<file path="src/rtl/psw_pkg.sv">
package psw_pkg;

  typedef enum logic [1:0] {
    BANK_USER = 2'd0,
    BANK_INTR = 2'd1,
    BANK_MAST = 2'd2
  } bank_t;

  localparam int NBANK = 3;

  typedef enum logic [2:0] {
    SEL_LIVE = 3'd0,
    SEL_USP  = 3'd1,
    SEL_ISP  = 3'd2,
    SEL_MSP  = 3'd3,
    SEL_VBR  = 3'd4,
    SEL_SFC  = 3'd5,
    SEL_DFC  = 3'd6,
    SEL_STAT = 3'd7
  } sel_t;

  typedef enum logic [1:0] {
    FS_SP  = 2'd0,
    FS_PC  = 2'd1,
    FS_RUN = 2'd2
  } fstate_t;

  localparam int          SR_BIT_S      = 13;
  localparam int          SR_BIT_M      = 12;
  localparam logic [15:0] SR_WMASK_NARROW = 16'hA71F;
  localparam logic [15:0] SR_WMASK_WIDE   = 16'hF71F;
  localparam logic [15:0] SR_AT_RESET     = 16'h2700;

  function automatic bank_t bank_of(input logic s, input logic m);
    if (!s)      return BANK_USER;
    else if (!m) return BANK_INTR;
    else         return BANK_MAST;
  endfunction

endpackage

</file>
<file path="src/rtl/psw_boot_fetch.sv">
module psw_boot_fetch
  import psw_pkg::*;
#(
  parameter int AW         = 32,
  parameter int WORD_BYTES = 4
) (
  input  logic          clk,
  input  logic          rst,
  input  logic          mem_ack,
  output logic          mem_req,
  output logic [AW-1:0] mem_addr,
  output logic          run_mode,
  output logic          sp_load,
  output logic          pc_load
);

  localparam logic [AW-1:0] SP_VEC_ADDR = '0;
  localparam logic [AW-1:0] PC_VEC_ADDR = AW'(WORD_BYTES);

  fstate_t st_q;

  always_ff @(posedge clk) begin
    if (rst) begin
      st_q <= FS_SP;
    end else begin
      case (st_q)
        FS_SP:   if (mem_ack) st_q <= FS_PC;
        FS_PC:   if (mem_ack) st_q <= FS_RUN;
        default: st_q <= FS_RUN;
      endcase
    end
  end

  assign mem_req  = (st_q != FS_RUN);
  assign mem_addr = (st_q == FS_PC) ? PC_VEC_ADDR : SP_VEC_ADDR;
  assign run_mode = (st_q == FS_RUN);
  assign sp_load  = (st_q == FS_SP) && mem_ack;
  assign pc_load  = (st_q == FS_PC) && mem_ack;

endmodule

</file>
<file path="src/rtl/psw_sp_bank.sv">
module psw_sp_bank
  import psw_pkg::*;
#(
  parameter int DW = 32
) (
  input  logic          clk,
  input  logic          rst,
  input  logic          ld_en,
  input  logic [DW-1:0] ld_data,
  input  logic          swap_en,
  input  bank_t         from_bank,
  input  bank_t         to_bank,
  input  logic          wr_en,
  input  logic          wr_to_live,
  input  bank_t         wr_bank,
  input  logic [DW-1:0] wr_data,
  output logic [DW-1:0] live_q,
  output logic [DW-1:0] sh_q [NBANK]
);

  always_ff @(posedge clk) begin
    if (rst) begin
      live_q <= '0;
    end else if (ld_en) begin
      live_q <= ld_data;
    end else if (swap_en) begin
      live_q <= sh_q[to_bank];
    end else if (wr_en && wr_to_live) begin
      live_q <= wr_data;
    end
  end

  for (genvar g = 0; g < NBANK; g++) begin : g_bank
    logic [DW-1:0] r;
    always_ff @(posedge clk) begin
      if (rst) begin
        r <= '0;
      end else if (!ld_en && swap_en && from_bank == bank_t'(g)) begin
        r <= live_q;
      end else if (!ld_en && !swap_en && wr_en && !wr_to_live && wr_bank == bank_t'(g)) begin
        r <= wr_data;
      end
    end
    assign sh_q[g] = r;
  end

endmodule

</file>
<file path="src/rtl/psw_stack_unit.sv">
module psw_stack_unit
  import psw_pkg::*;
#(
  parameter int DW        = 32,
  parameter int AW        = 32,
  parameter int SRW       = 16,
  parameter int FCW       = 3,
  parameter int CCW       = 5,
  parameter int NARROW_AW = 24
) (
  input  logic           clk,
  input  logic           rst,
  input  logic [1:0]     core_kind,
  input  logic [2:0]     reg_sel,
  input  logic           reg_we,
  input  logic [DW-1:0]  reg_wdata,
  output logic [DW-1:0]  reg_rdata,
  input  logic           flag_we,
  input  logic [CCW-1:0] flag_in,
  output logic [SRW-1:0] status_word,
  output logic [DW-1:0]  active_sp,
  output logic [AW-1:0]  prog_ctr,
  output logic           run_mode,
  output logic           mem_req,
  output logic [AW-1:0]  mem_addr,
  input  logic [DW-1:0]  mem_rdata,
  input  logic           mem_ack
);

  localparam logic [AW-1:0] AMASK_NARROW = {{(AW-NARROW_AW){1'b0}}, {NARROW_AW{1'b1}}};
  localparam logic [AW-1:0] AMASK_FULL   = '1;

  logic           sp_load, pc_load;
  logic [SRW-1:0] sr_q;
  logic [DW-1:0]  vbr_q, rdata_q, rd_mux;
  logic [FCW-1:0] sfc_q, dfc_q;
  logic [AW-1:0]  pc_q;
  logic [DW-1:0]  live_sp;
  logic [DW-1:0]  shadow [NBANK];

  psw_boot_fetch #(.AW(AW), .WORD_BYTES(DW/8)) u_fetch (
    .clk(clk), .rst(rst), .mem_ack(mem_ack),
    .mem_req(mem_req), .mem_addr(mem_addr), .run_mode(run_mode),
    .sp_load(sp_load), .pc_load(pc_load)
  );

  sel_t           sel;
  logic           wr_ok, sr_we, sp_we, is_named, wr_to_live, swap;
  logic [SRW-1:0] sr_mask, sr_wval;
  logic [AW-1:0]  addr_mask;
  bank_t          cur_bank, new_bank, named_bank;

  always_comb begin
    sel        = sel_t'(reg_sel);
    wr_ok      = reg_we && run_mode;
    sr_mask    = core_kind[1] ? SR_WMASK_WIDE : SR_WMASK_NARROW;
    addr_mask  = (core_kind == 2'd3) ? AMASK_FULL : AMASK_NARROW;
    sr_wval    = reg_wdata[SRW-1:0] & sr_mask;
    sr_we      = wr_ok && (sel == SEL_STAT);
    cur_bank   = bank_of(sr_q[SR_BIT_S], sr_q[SR_BIT_M]);
    new_bank   = bank_of(sr_wval[SR_BIT_S], sr_wval[SR_BIT_M]);
    swap       = sr_we && (new_bank != cur_bank);
    is_named   = sel inside {SEL_USP, SEL_ISP, SEL_MSP};
    named_bank = bank_t'(reg_sel[1:0] - 2'd1);
    sp_we      = wr_ok && (sel == SEL_LIVE || is_named);
    wr_to_live = (sel == SEL_LIVE) || (named_bank == cur_bank);
  end

  psw_sp_bank #(.DW(DW)) u_bank (
    .clk(clk), .rst(rst),
    .ld_en(sp_load), .ld_data(mem_rdata),
    .swap_en(swap), .from_bank(cur_bank), .to_bank(new_bank),
    .wr_en(sp_we), .wr_to_live(wr_to_live), .wr_bank(named_bank), .wr_data(reg_wdata),
    .live_q(live_sp), .sh_q(shadow)
  );

  always_ff @(posedge clk) begin
    if (rst) begin
      sr_q <= SR_AT_RESET;
    end else if (sr_we) begin
      sr_q <= sr_wval;
    end else if (flag_we && run_mode) begin
      sr_q[CCW-1:0] <= flag_in;
    end
  end

  always_ff @(posedge clk) begin
    if (rst) begin
      vbr_q <= '0;
      sfc_q <= '0;
      dfc_q <= '0;
      pc_q  <= '0;
    end else begin
      if (wr_ok && sel == SEL_VBR) vbr_q <= reg_wdata;
      if (wr_ok && sel == SEL_SFC) sfc_q <= reg_wdata[FCW-1:0];
      if (wr_ok && sel == SEL_DFC) dfc_q <= reg_wdata[FCW-1:0];
      if (pc_load)                 pc_q  <= mem_rdata[AW-1:0] & addr_mask;
    end
  end

  always_comb begin
    case (sel)
      SEL_LIVE: rd_mux = live_sp;
      SEL_USP, SEL_ISP, SEL_MSP:
                rd_mux = (named_bank == cur_bank) ? live_sp : shadow[named_bank];
      SEL_VBR:  rd_mux = vbr_q;
      SEL_SFC:  rd_mux = {{(DW-FCW){1'b0}}, sfc_q};
      SEL_DFC:  rd_mux = {{(DW-FCW){1'b0}}, dfc_q};
      default:  rd_mux = {{(DW-SRW){1'b0}}, sr_q};
    endcase
  end

  always_ff @(posedge clk) begin
    if (rst) rdata_q <= '0;
    else     rdata_q <= rd_mux;
  end

  assign reg_rdata   = rdata_q;
  assign status_word = sr_q;
  assign active_sp   = live_sp;
  assign prog_ctr    = pc_q;

endmodule

</file>
<file path="config.mk">
export PLATFORM = sky130hd
export DESIGN_NAME = psw_stack_unit
export DESIGN_NICKNAME = d
export VERILOG_FILES = /design/src/rtl/psw_pkg.sv /design/src/rtl/psw_boot_fetch.sv /design/src/rtl/psw_sp_bank.sv /design/src/rtl/psw_stack_unit.sv
export SDC_FILE = /design/constraint.sdc
export NUM_CORES = 1
export LEC_CHECK = 0
export ABC_AREA = 1
export BUFFER_PORTS_ARGS = -buffer_cell sky130_fd_sc_hd__buf_2
export CORE_ASPECT_RATIO = 1.75
export CORE_MARGIN = 2
export CORE_UTILIZATION = 30
export CTS_CLUSTER_DIAMETER = 150
export CTS_CLUSTER_SIZE = 16
export DETAILED_ROUTE_END_ITERATION = 8
export SLEW_MARGIN = 10
export SYNTH_ARGS = -nofsm -noshare
export SYNTH_HDL_FRONTEND = slang
export SYNTH_HIERARCHICAL = 1
export SYNTH_SLANG_ARGS = --single-unit
</file>
<file path="constraint.sdc">
create_clock -name clk -period 5.49 [get_ports clk]
set_clock_uncertainty 0.05 [all_clocks]
set_input_delay 0 -clock clk [delete_from_list [all_inputs] [get_ports clk]]
set_output_delay 0 -clock clk [all_outputs]
set_load 0.01 [all_outputs]
</file>
; ---- Word level (Yosys, flattened, before mapping)
; Index checks and enable logic that the tools add are counted.
[word_totals]
ff_bits = 248
latch_bits = 0
ramBits = 0
rom_bits = 0
in_bits = 79
output_inout_bits = 146
elab_cells = 105
memories = 0
[classes]
addsub = 1
mul = 0
div_mod_pow = 0
magnitude_cmp = 2
eq_ne = 19
shift = 0
n_mux = 29
bitwise = 4
reduce_logical = 38
[ops]
columns = op, n
row1 = 32-bit 2-to-1 mux, 15
row2 = 32-bit one-hot mux with 5 select lines, 1
row3 = 32-bit binary-select mux with 2-bit select, 2
row4 = 32-bit bitwise AND, 1
row5 = 1-bit logical AND, 21
row6 = 16-bit bitwise AND, 1
row7 = 15-bit 2-to-1 mux, 1
row8 = "3-bit == test, second input constant", 4
row9 = 2-bit 2-to-1 mux, 6
row10 = 5-bit 2-to-1 mux, 2
row11 = "2-bit == test, second input constant", 4
row12 = 2-bit nonzero test, 4
row13 = "2-bit by 1-bit == test with 1-bit output, second input constant", 3
row14 = "3-bit by 2-bit == test with 1-bit output, second input constant", 2
row15 = "3-bit greater-or-equal comparator, second input constant", 2
row16 = 2-bit zero test, 3
row17 = "2-bit != test, second input constant", 3
row18 = 2-bit inverter with 3-bit output, 2
row19 = 3-bit nonzero test, 2
row20 = 2-bit one-hot mux with 2 select lines, 1
row21 = "3-bit by 1-bit == test with 1-bit output, second input constant", 1
row22 = 1-bit zero test, 3
row23 = 3-bit zero test, 1
row24 = 3-bit 2-to-1 mux, 1
row25 = 6 further kinds, 7

; ---- Longest topological paths before layout
; Gate-level depths: netlist of run 1.
[depth]
depth_word = 13
depth_mapped = 17
depth_no_buf = 13

; ---- By module
; Netlist of run 1, hierarchy kept.
[by_module_without_submodules]
columns = mod, instances, cells_per_inst, area_each_um2
row1 = psw_sp_bank, 1, 1448, 7971.4
row2 = psw_stack_unit, 1, 978, 6040.8
row3 = psw_boot_fetch, 1, 48, 337.8

; ---- Least setup slack after synthesis of run 1
; OpenSTA, ideal clock, no wires.
[synth_path]
kind = reg-to-reg
startpoint = register u_fetch.st_q[1]
endpoint = register u_bank.g_bank[2].r[2]
setup_time_ns = 0.112
arrival_time_ns = 2.494
setup_slack_ns = 2.834
path_stages_with_launch = 17
path_buffers = 3
period_less_slack_ns = 2.656
path_cell_list = dfxtp_1 inv_1 nor2_1 nand2_1 nor3_4 buf_2 o21ai_0 a31oi_1 inv_2 nor2_4 nand2_1 buf_2 buf_2 nand2_1 nand2_1 nor2_1 nor2_1
[synth_between]
elab_chain_cells = 10
[synth_rtl]
columns = element, line
row1 = from (decl), psw_boot_fetch.sv:20  ; fstate_t st_q;
row2 = from (signal assigned), psw_boot_fetch.sv:24  ; st_q <= FS_SP;
row3 = from (signal assigned), psw_boot_fetch.sv:27  ; FS_SP: if (mem_ack) st_q <= FS_PC;
row4 = from (signal assigned), psw_boot_fetch.sv:28  ; FS_PC: if (mem_ack) st_q <= FS_RUN;
row5 = 2-bit == test (*), psw_boot_fetch.sv:36  ; assign run_mode = (st_q == FS_RUN);
row6 = via run_mode, psw_stack_unit.sv:23  ; output logic run_mode,
row7 = 1-bit logical AND (*), psw_stack_unit.sv:55  ; wr_ok = reg_we && run_mode;
row8 = 1-bit logical AND (*), psw_stack_unit.sv:59  ; sr_we = wr_ok && (sel == SEL_STAT);
row9 = 1-bit logical AND (*), psw_stack_unit.sv:62  ; swap = sr_we && (new_bank != cur_bank);
row10 = via swap, psw_stack_unit.sv:48  ; logic wr_ok, sr_we, sp_we, is_named, wr_to_live, swap;
row11 = 1-bit zero test, psw_sp_bank.sv:40  ; end else if (!ld_en && !swap_en && wr_en && !wr_to_live && wr_bank == bank_t'(g)) begin
row12 = 1-bit logical AND (4 in a row), psw_sp_bank.sv:40
row13 = 2-bit nonzero test (no line), --
row14 = to (signal assigned), psw_sp_bank.sv:39  ; r <= live_q;
row15 = to (signal assigned), psw_sp_bank.sv:41  ; r <= wr_data;
row16 = to (decl), psw_sp_bank.sv:34  ; logic [DW-1:0] r;
; The timed path passes the listed nets; every way through them passes the cells marked *.
; A chain may end at the register's enable or synchronous reset.

; ---- Final worst setup path of run 1
[layout_path]
startpoint = register u_fetch.st_q[1]
endpoint = register u_bank.g_bank[0].r[6]
[layout_between]
elab_chain_cells = 10
[layout_rtl]
columns = element, line
row1 = 2-bit == test (*), psw_boot_fetch.sv:36
row2 = 1-bit logical AND (*), psw_stack_unit.sv:55
row3 = 1-bit logical AND (*), psw_stack_unit.sv:59
row4 = 1-bit logical AND (*), psw_stack_unit.sv:62
row5 = via swap, psw_stack_unit.sv:48
row6 = 1-bit zero test, psw_sp_bank.sv:40
row7 = 1-bit logical AND (4 in a row), psw_sp_bank.sv:40
row8 = 2-bit nonzero test (no line), --
row9 = to (signal assigned), psw_sp_bank.sv:39
row10 = to (signal assigned), psw_sp_bank.sv:41
row11 = to (decl), psw_sp_bank.sv:34
; Marked as above.

==> metrics, run 1 <==
pin slew with the least headroom to its limit=1194 ps; IO Count=225; H-tree level count=1; first drt pass iteration count=7; antenna violations before repair=2; FF-to-FF Start=u_fetch/st_q[1]; Min Clock Period, post-route=4056 ps; Hold Path Class=input pin to flip-flop; via count=16,290; Vias/cell=5.038; synthesized instance count=2,474; Initial Util=0.3022; routability cong.=0.8855; Post-DRT Antenna Nets=0; Crit path required time=5870 ps; pre-CTS setup slack=1512 ps; Post-Layout Cell Count=3,233; fmax=246.5 MHz; sequential cell area fraction in the yosys report=0.3404; grt total ovfl=0; Hold-fix buffers, CTS=85; drt first-iter violations=1,217; pin count of the biggest net entering global routing=93; Avg Cell Area, Syn=5.800 sq um; RSZ-0062 raised after global routing=false; headroom to the max-slew limit=0.2023; clock-pin transition on the worst setup and hold timing paths=80 ps; fraction of layout cells with a size suffix above 1=0.1073; drt wl/cell=19.22 um; FP Rows=106; reg2reg path depth=14; clock latency on the worst-skew pair=530 ps; Sinks on Clock Net=244; synthesis-to-finish area growth=17.35%; Routed Wire Length=62,140 um; final layout net count=2,720; Die ar.=0.04967 sq mm; Detail Placement HPWL=40,620 um; Port Buffers=189; Setup CP Type=flip-flop to flip-flop; final setup fails=0; core area=0.04748 sq mm; first-pass GRT wire length=92,600 um; final hold violations=0; TritonCTS clock tree=yes; post-synthesis cell area=0.01435 sq mm; peak supply drop=0.0001994 V; Num CTS Buffers=19; CTS max path bufs=3; end of the critical path=u_bank/g_bank[0].r[6]; Crit path arrival time=4440 ps; die width=169.3 um; Lkg Pwr=8.555 nW; GRT Overall Usage=0.2431; vias in the first global route=15,750; post-CTS sizing=0; flop-to-flop setup slack=1430 ps; Critical Path Fanout Max=40; setup ws final=1434 ps; CP Launch Type=flip-flop; synthesized flop and latch total=244; Yosys Warn Count=6; Clk Tree Root Cell=clkbuf_16; most frequent cells in the layout=nand2_1, nor2_1, nand3_1; max-slew violations=0; kind of end point of the critical path=flip-flop; pwr dens=237.4 mW/mm^2; die height=293.3 um; Final period util=0.7388; placed cell count=3,125; synth unique cells=28; total of max-cap violations=0; post-CTS setup buffers=0; setup TNS=0 ps; Remaining DRCs=0; commonest non-fill, non-tap cell in the layout=nand2_1; Setup crit start=u_fetch/st_q[1]; FF-to-FF End=u_bank/g_bank[0].r[6]; status=complete, no violations
## metal layers
| metal | GRT usage | share of wire |
|---|---|---|
| met4 | 0.1818 | 0.082 |
| met5 | 0 | 0 |
| met1 | 0.2558 | 0.35 |
| met3 | 0.02950 | 0.061 |
| met2 | 0.4388 | 0.51 |
## worst min-delay path by stage
stage | end | cells past startpoint | slack (ps) | startpoint
5_1_grt | dfc_q[1] | 5 | 70 | reg_sel[2]
3_3_place_gp | prog_ctr[11] | 3 | 210 | mem_rdata[11]
4_1_cts | dfc_q[0] | 5 | 20 | reg_sel[2]
3_5_place_dp | prog_ctr[11] | 3 | 210 | mem_rdata[11]
2_1_floorplan | u_fetch/st_q[0] | 1 | 10 | rst
6_report | dfc_q[0] | 5 | 30 | reg_sel[2]
## report_power, final
group / leakage (nW) / internal (mW) / total (mW) / switching [mW]
logic: 6.33 / 0.240 / 0.761 / 0.520
registers: 1.98 / 1.83 / 1.91 / 0.0786
clock network: 0.246 / 0.625 / 1.33 / 0.704
total: 8.55 / 2.70 / 4.00 / 1.30
## registers in the layout, indices dropped and copies added, names as in the netlist
signal / cells
vbr_q: 32
u_fetch/st_q: 2
u_bank/g_bank.r: 96
prog_ctr: 32
reg_rdata: 32
status_word: 12
u_bank/live_q: 32
sfc_q: 3
dfc_q: 3
## worst max-delay path, stage by stage (launching register included)
cell and delay (ps):
dfxtp_1 410, inv_1 80, nor2_1 300, nand2_1 280, nor3_4 190, o21ai_0 100
a31oi_1 350, inv_2 80, nor2_4 100, buf_4 410, nand2_2 660, nand2_1 270
inv_2 350, nor2_1 240, nor2_1 60
## final cells by class
| class | instances | area (sq um) |
|---|---|---|
| well taps | 594 | 743.2 |
| clock buffers | 19 | 475.5 |
| flip-flops and latches | 244 | 4885 |
| fillers | 5360 | 30640 |
| clock inverters | 2 | 25.02 |
| diodes | 2 | 5.005 |
| inverters | 235 | 884.6 |
| repair buffers | 311 | 2074 |
| multi-input cells | 1826 | 7747 |
## cell families (layout without fill, tap and decap cells)
| logic type | count (synthesis) | in the layout | synth area share |
|---|---|---|---|
| AOI/OAI and AO/OA | 243 | 243 | 0.08676 |
| other | 2 | 37 | 0.0005233 |
| and+or+nand+nor | 1543 | 1543 | 0.4381 |
| DFF | 244 | 244 | 0.3404 |
| xor gates and xnor gates | 1 | 1 | 0.0006105 |
| buffers and inverters | 437 | 567 | 0.1301 |
| adders and majority gates | 4 | 4 | 0.003488 |
## cells in the mapped netlist (all sizes together)
master	count	area share
inv	234	0.061
clkbuf	84	0.022
nor2	402	0.11
buf	118	0.046
xor2	1	0.00061
o22ai	1	0.00044
a31oi	1	0.00044
a21oi	90	0.032
conb	2	0.00052
o21ai	142	0.050
nand3	339	0.12
o211ai	9	0.0047
nand2	800	0.21
ha	4	0.0035
clkinv	1	0.00035
nor3	2	0.0015
dfxtp	244	0.34
## stage by stage
stage                     total power, mW    util  instance area, sq um  hold slack, ps
final                               3.998  0.3547                 16840           33.38
after global routing                4.154  0.3547                 16840           68.09
after CTS                           4.019  0.3546                 16830           17.46
after detailed placement            2.656  0.3261                 15480           209.6
after global placement              2.656  0.3261                 15480           205.2
after floorplan                     2.342       -                 14470           12.44
Power figures use the tool's default switching activity.
==> run 2: changes to the inputs <==
==> constraint.sdc (replaced) <==
create_clock -name clk -period 3.35 [get_ports clk]
set_clock_uncertainty 0.05 [all_clocks]
set_input_delay 0 -clock clk [delete_from_list [all_inputs] [get_ports clk]]
set_output_delay 0 -clock clk [all_outputs]
set_load 0.01 [all_outputs]
==> metrics, run 2 (synthesis results as in run 1) <==
pin count of the biggest net entering global routing=84; core area=0.04748 sq mm; final setup fails=0; TritonCTS clock tree=yes; Setup CP Type=flip-flop to flip-flop; Hold Path Class=input pin to flip-flop; final layout net count=2,740; Lkg Pwr=8.663 nW; FP Rows=106; first-pass GRT wire length=91,600 um; reg2reg path depth=13; IO Count=225; Crit path arrival time=3460 ps; max reg flops=96; GRT Overall Usage=0.2415; setup TNS=0 ps; Post-DRT Antenna Nets=0; antenna violations before repair=0; CP Launch Type=flip-flop; Die ar.=0.04967 sq mm; Routed Wire Length=61,710 um; Buf/Inv on CP=3; kind of end point of the critical path=flip-flop; drt wl/cell=18.98 um; hold depth=5; via count=16,300; peak supply drop=0.0003334 V; die height=293.3 um; Levels on crit path=13; final hold violations=0; crit path cell chain=inv_1 -> nor2_1 -> nand2_1 -> nor3_4 -> o21ai_0 -> a31oi_1 -> inv_2 -> nor2_4 -> nand2_2 -> nand2_1 -> inv_2 -> nor2_1 -> nor2_1; post-CTS setup buffers=0; Num CTS Buffers=19; RSZ-0062 raised after global routing=false; fin util=0.3588; Crit path required time=3710 ps; fraction of layout cells with a size suffix above 1=0.1133; pin slew with the least headroom to its limit=872.1 ps; FF-to-FF Start=u_fetch/st_q[1]; Slowest Stage Delay on Critical Path=410 ps; Setup crit start=u_fetch/st_q[1]; H-tree level count=1; routability cong.=0.8657; post-CTS sizing=0; Post-Layout Cell Count=3,251; Worst path top cell family by delay=simple AND/OR/NAND/NOR gates; placed cell areas=0.01566 sq mm; commonest non-fill, non-tap cell in the layout=nand2_1; Clk Tree Root Cell=clkbuf_16; clock-pin transition on the worst setup and hold timing paths=80 ps; Reg with most FFs=u_bank/g_bank.r; headroom to the max-slew limit=0.4177; fin area=0.01704 sq mm; pwr dens=385.5 mW/mm^2; total of max-cap violations=0; die width=169.3 um; Min Clock Period, post-route=3103 ps; status=complete, no violations; Final period util=0.9264; most frequent cells in the layout=nand2_1, nor2_1, nand3_1; Initial Util=0.3022; Remaining DRCs=0; fmax=322.2 MHz; CTS max path bufs=3; synthesis-to-finish area growth=18.71%; vias in the first global route=15,570; placed cell count=3,143; Vias/cell=5.013; HP Start=reg_we; grt total ovfl=0; clock latency on the worst-skew pair=540 ps; first drt pass iteration count=5; CP most frequent cell=nor2_1; Critical Path Fanout Max=32; fill count=5,299; Detail Placement HPWL=41,120 um; max-slew violations=0; Port Buffers=189; drt first-iter violations=1,355; ANT cells=0; CP max stage cell=dfxtp_1; Sinks on Clock Net=244
==> run 2: cell types whose count changed in the layout (fill, tap and decap cells not counted), sizes merged <==
cell | previous run | this run
inv | 233 | 234
clkinv | 4 | 3
dlygate4sd3 | 85 | 87
buf | 226 | 244
diode | 2 | 0
==> run 2: worst paths after layout <==
| check | end | slack [ps] |
|---|---|---|
| worst min register to register | vbr_q[31] | 420 |
| worst max register to register | u_bank/g_bank[0].r[9] | 250 |
| worst min-delay path | status_word[12] | 160 |
| worst max-delay path | u_bank/g_bank[0].r[9] | 250 |
==> run 2: worst register-to-register path: stages (launching register included) <==
cell and delay [ps]:
dfxtp_1 410, inv_1 80, nor2_1 250, nand2_1 160, nor3_4 140, o21ai_0 100
a31oi_1 330, inv_2 80, nor2_4 310, nand2_2 310, nand2_1 170, inv_2 340
nor2_1 210, nor2_1 60
==> run 2: layer usage <==
layer	routed length, um	vias to the layer above	global-route usage
li1	-	7942	-
met1	21470	7498	0.2490
met2	31360	662	0.4393
met3	3497	196	0.02640
met4	5381	0	0.1912
met5	0	-	0
==> run 2: power breakdown <==
group	switching, mW	internal [mW]	total [mW]
Sequential	0.129	3.00	3.13
Clock	1.16	1.03	2.18
Combinational	0.844	0.413	1.26
Total	2.13	4.44	6.57
==> run 2: repair_timing <==
| item | 4_1_cts | 5_1_grt |
|---|---|---|
| hold buffers | 87 | 0 |
| endpoints found under the hold margin | 211 | 0 |
| setup endpoints to repair | 0 | 0 |
==> run 2: metrics by stage <==
stage               setup WS [ps]  total power, mW  hold WS [ps]
finish                      246.7            6.567         156.5
global route                12.61            6.841         154.4
CTS                         224.7            6.619         147.7
detailed placement          279.1            4.369         203.4
global placement            326.2            4.364         199.9
floorplan                   693.7            3.837         12.44
==> run 2: cell type report <==
type                       count  area, sq um  area share
clock buffer                  19        475.5     0.02791
clock inverter                 2        25.02    0.001469
inverter                     235        884.6     0.05193
multi-input combinational   1826         7742      0.4545
sequential                   244         4885      0.2867
tap                          594        743.2     0.04363
timing repair buffer         331         2280      0.1338
==> run 3: changes to the inputs <==
--- a/config.mk
+++ b/config.mk
@@ -6,6 +6,7 @@
 export NUM_CORES = 1
 export LEC_CHECK = 0
 export ABC_AREA = 1
+export ABC_CLOCK_PERIOD_IN_PS = 3150
 export BUFFER_PORTS_ARGS = -buffer_cell sky130_fd_sc_hd__buf_2
 export CORE_ASPECT_RATIO = 1.75
 export CORE_MARGIN = 2
==> constraint.sdc (replaced) <==
create_clock -name clk -period 3.15 [get_ports clk]
set_clock_uncertainty 0.05 [all_clocks]
set_input_delay 0 -clock clk [delete_from_list [all_inputs] [get_ports clk]]
set_output_delay 0 -clock clk [all_outputs]
set_load 0.01 [all_outputs]
==> metrics, run 3 (synthesis results as in run 1) <==
drt first-iter violations=1,260; status=complete, no violations; routability cong.=0.8723; die width=169.3 um; clock latency on the worst-skew pair=550 ps; grt total ovfl=0; final hold violations=0; pre-CTS setup slack=203.2 ps; CP Launch Type=flip-flop; hold depth=5; most frequent cells in the layout=nand2_1, nor2_1, nand3_1; max-slew violations=0; CP max stage cell=dfxtp_1; Remaining DRCs=0; Sinks on Clock Net=244; antenna violations before repair=0; Hold Path Class=input pin to flip-flop; RSZ-0062 raised after global routing=false; Internal Pwr Total=4.721 mW; power share of the combinational group=0.190; sw frac=0.3257; pin count of the biggest net entering global routing=94; FP Rows=106; vias in the first global route=15,510; Clk pwr share=0.335; TritonCTS clock tree=yes; fraction of layout cells with a size suffix above 1=0.1142; setup TNS=0 ps; HP Start=reg_we; headroom to the max-slew limit=0.3902; clock-pin transition on the worst setup and hold timing paths=80 ps; Crit path required time=3530 ps; CP most frequent cell=nor2_1; Worst Hold End=status_word[12]; Setup CP Type=flip-flop to flip-flop; Reg with most FFs=u_bank/g_bank.r; Num CTS Buffers=19; pwr dens=409.3 mW/mm^2; Lkg Pwr=8.697 nW; CTS max path bufs=3; Initial Util=0.3022; Critical Path Fanout Max=32; synthesis-to-finish area growth=19.18%; flop-to-flop setup slack=280 ps; Routed Wire Length=61,300 um; peak supply drop=0.0003869 V; final layout net count=2,746; Clk Tree Root Cell=clkbuf_16; Flop pwr share=0.475; Min Clock Period, post-route=2869 ps; setup ws final=280.7 ps; kind of end point of the critical path=flip-flop; final setup fails=0; commonest non-fill, non-tap cell in the layout=nand2_1; Crit path arrival time=3250 ps; Final period util=0.9109; die height=293.3 um; total of max-cap violations=0; H-tree level count=1; FF-to-FF Start=u_fetch/st_q[1]; ANT cells=0; drt wl/cell=18.82 um; P_sw=2.280 mW; reg2reg path depth=13; Port Buffers=189; Vias/cell=5.003; Post-DRT Antenna Nets=0; Buf/Inv on CP=3; via count=16,290; IO Count=225; Worst path top cell family by delay=simple AND/OR/NAND/NOR gates; fmax=348.5 MHz; FF-to-FF End=u_bank/g_bank[0].r[15]; max reg flops=96; Slowest Stage Delay on Critical Path=410 ps; GRT Overall Usage=0.2413; Die ar.=0.04967 sq mm; first-pass GRT wire length=91,800 um; crit path cell chain=inv_1 -> nor2_1 -> nand2_1 -> nor3_4 -> o21ai_0 -> a31oi_1 -> inv_2 -> nor2_4 -> nand2_2 -> nand2_1 -> inv_4 -> nor2_1 -> nor2_1; core area=0.04748 sq mm; Levels on crit path=13; Detail Placement HPWL=40,840 um; first drt pass iteration count=6; pin slew with the least headroom to its limit=913.7 ps
==> run 3: cell count changes in the layout (fill, tap and decap cells not counted) <==
cell	previous run	this run
dlygate4sd3_1	87	90
buf_4	51	53
buf_12	4	5
inv_2	12	11
inv_4	0	1
==> run 3: how the worst max path moves through the flow <==
stage	start	endpoint	slack [ps]
CTS	u_fetch/st_q[1]	u_bank/g_bank[0].r[15]	160
global route	u_fetch/st_q[1]	u_bank/g_bank[0].r[0]	70
floorplan	u_fetch/st_q[1]	u_bank/g_bank[2].r[2]	490
detailed placement	u_fetch/st_q[1]	u_bank/g_bank[0].r[20]	200
global placement	u_fetch/st_q[1]	u_bank/g_bank[0].r[15]	260
finish	u_fetch/st_q[1]	u_bank/g_bank[0].r[15]	280
==> run 3: worst min-delay path: cells and delay by family <==
family	cells	cell delay (ps)
buffers and inverters	2	360
AOI/OAI and AO/OA	1	160
and+or+nand+nor	2	190
==> run 3: cell type report <==
cell class              count  area, sq um
multi-input cells        1826         7742
clock buffers              19        475.5
repair buffers            337         2345
flip-flops and latches    244         4885
fillers                  5372        30380
inverters                 235        887.1
well taps                 594        743.2
clock inverters             2        25.02
==> run 3: repair_timing <==
action | in CTS | in global routing
hold endpoints to repair | 211 | 0
hold buffers | 90 | 0
endpoints found under the setup margin | 0 | 29
buffers inserted | 0 | 0
resized for setup | 0 | 2
==> run 3: layer usage <==
layer,share of wire,GRT usage,vias up
met2,0.51,0.4414,637
li1,-,-,7946
met1,0.35,0.2508,7514
met3,0.055,0.02600,197
met5,0,0,-
met4,0.082,0.1814,0
==> run 3: power groups by stage <==
stage / Clock, mW / Combinational (mW) / Sequential [mW]
2_1_floorplan: 0 / 0.696 / 3.39
3_3_place_gp: 0 / 1.23 / 3.40
5_1_grt: 2.48 / 1.45 / 3.34
3_5_place_dp: 0 / 1.24 / 3.40
4_1_cts: 2.39 / 1.32 / 3.33
6_report: 2.35 / 1.33 / 3.33
==> run 3: metrics by stage <==
stage | util | hold slack (ps) | power (mW) | instances | area, sq um
floorplan | - | 12.44 | 4.081 | 2507 | 14470
global placement | 0.3306 | 197.2 | 4.633 | 3146 | 15700
detailed placement | 0.3306 | 201.7 | 4.636 | 3146 | 15700
CTS | 0.3602 | 162.1 | 7.039 | 3257 | 17100
global route | 0.3602 | 181.7 | 7.272 | 3257 | 17100
finish | 0.3602 | 171.0 | 7.001 | 3257 | 17100
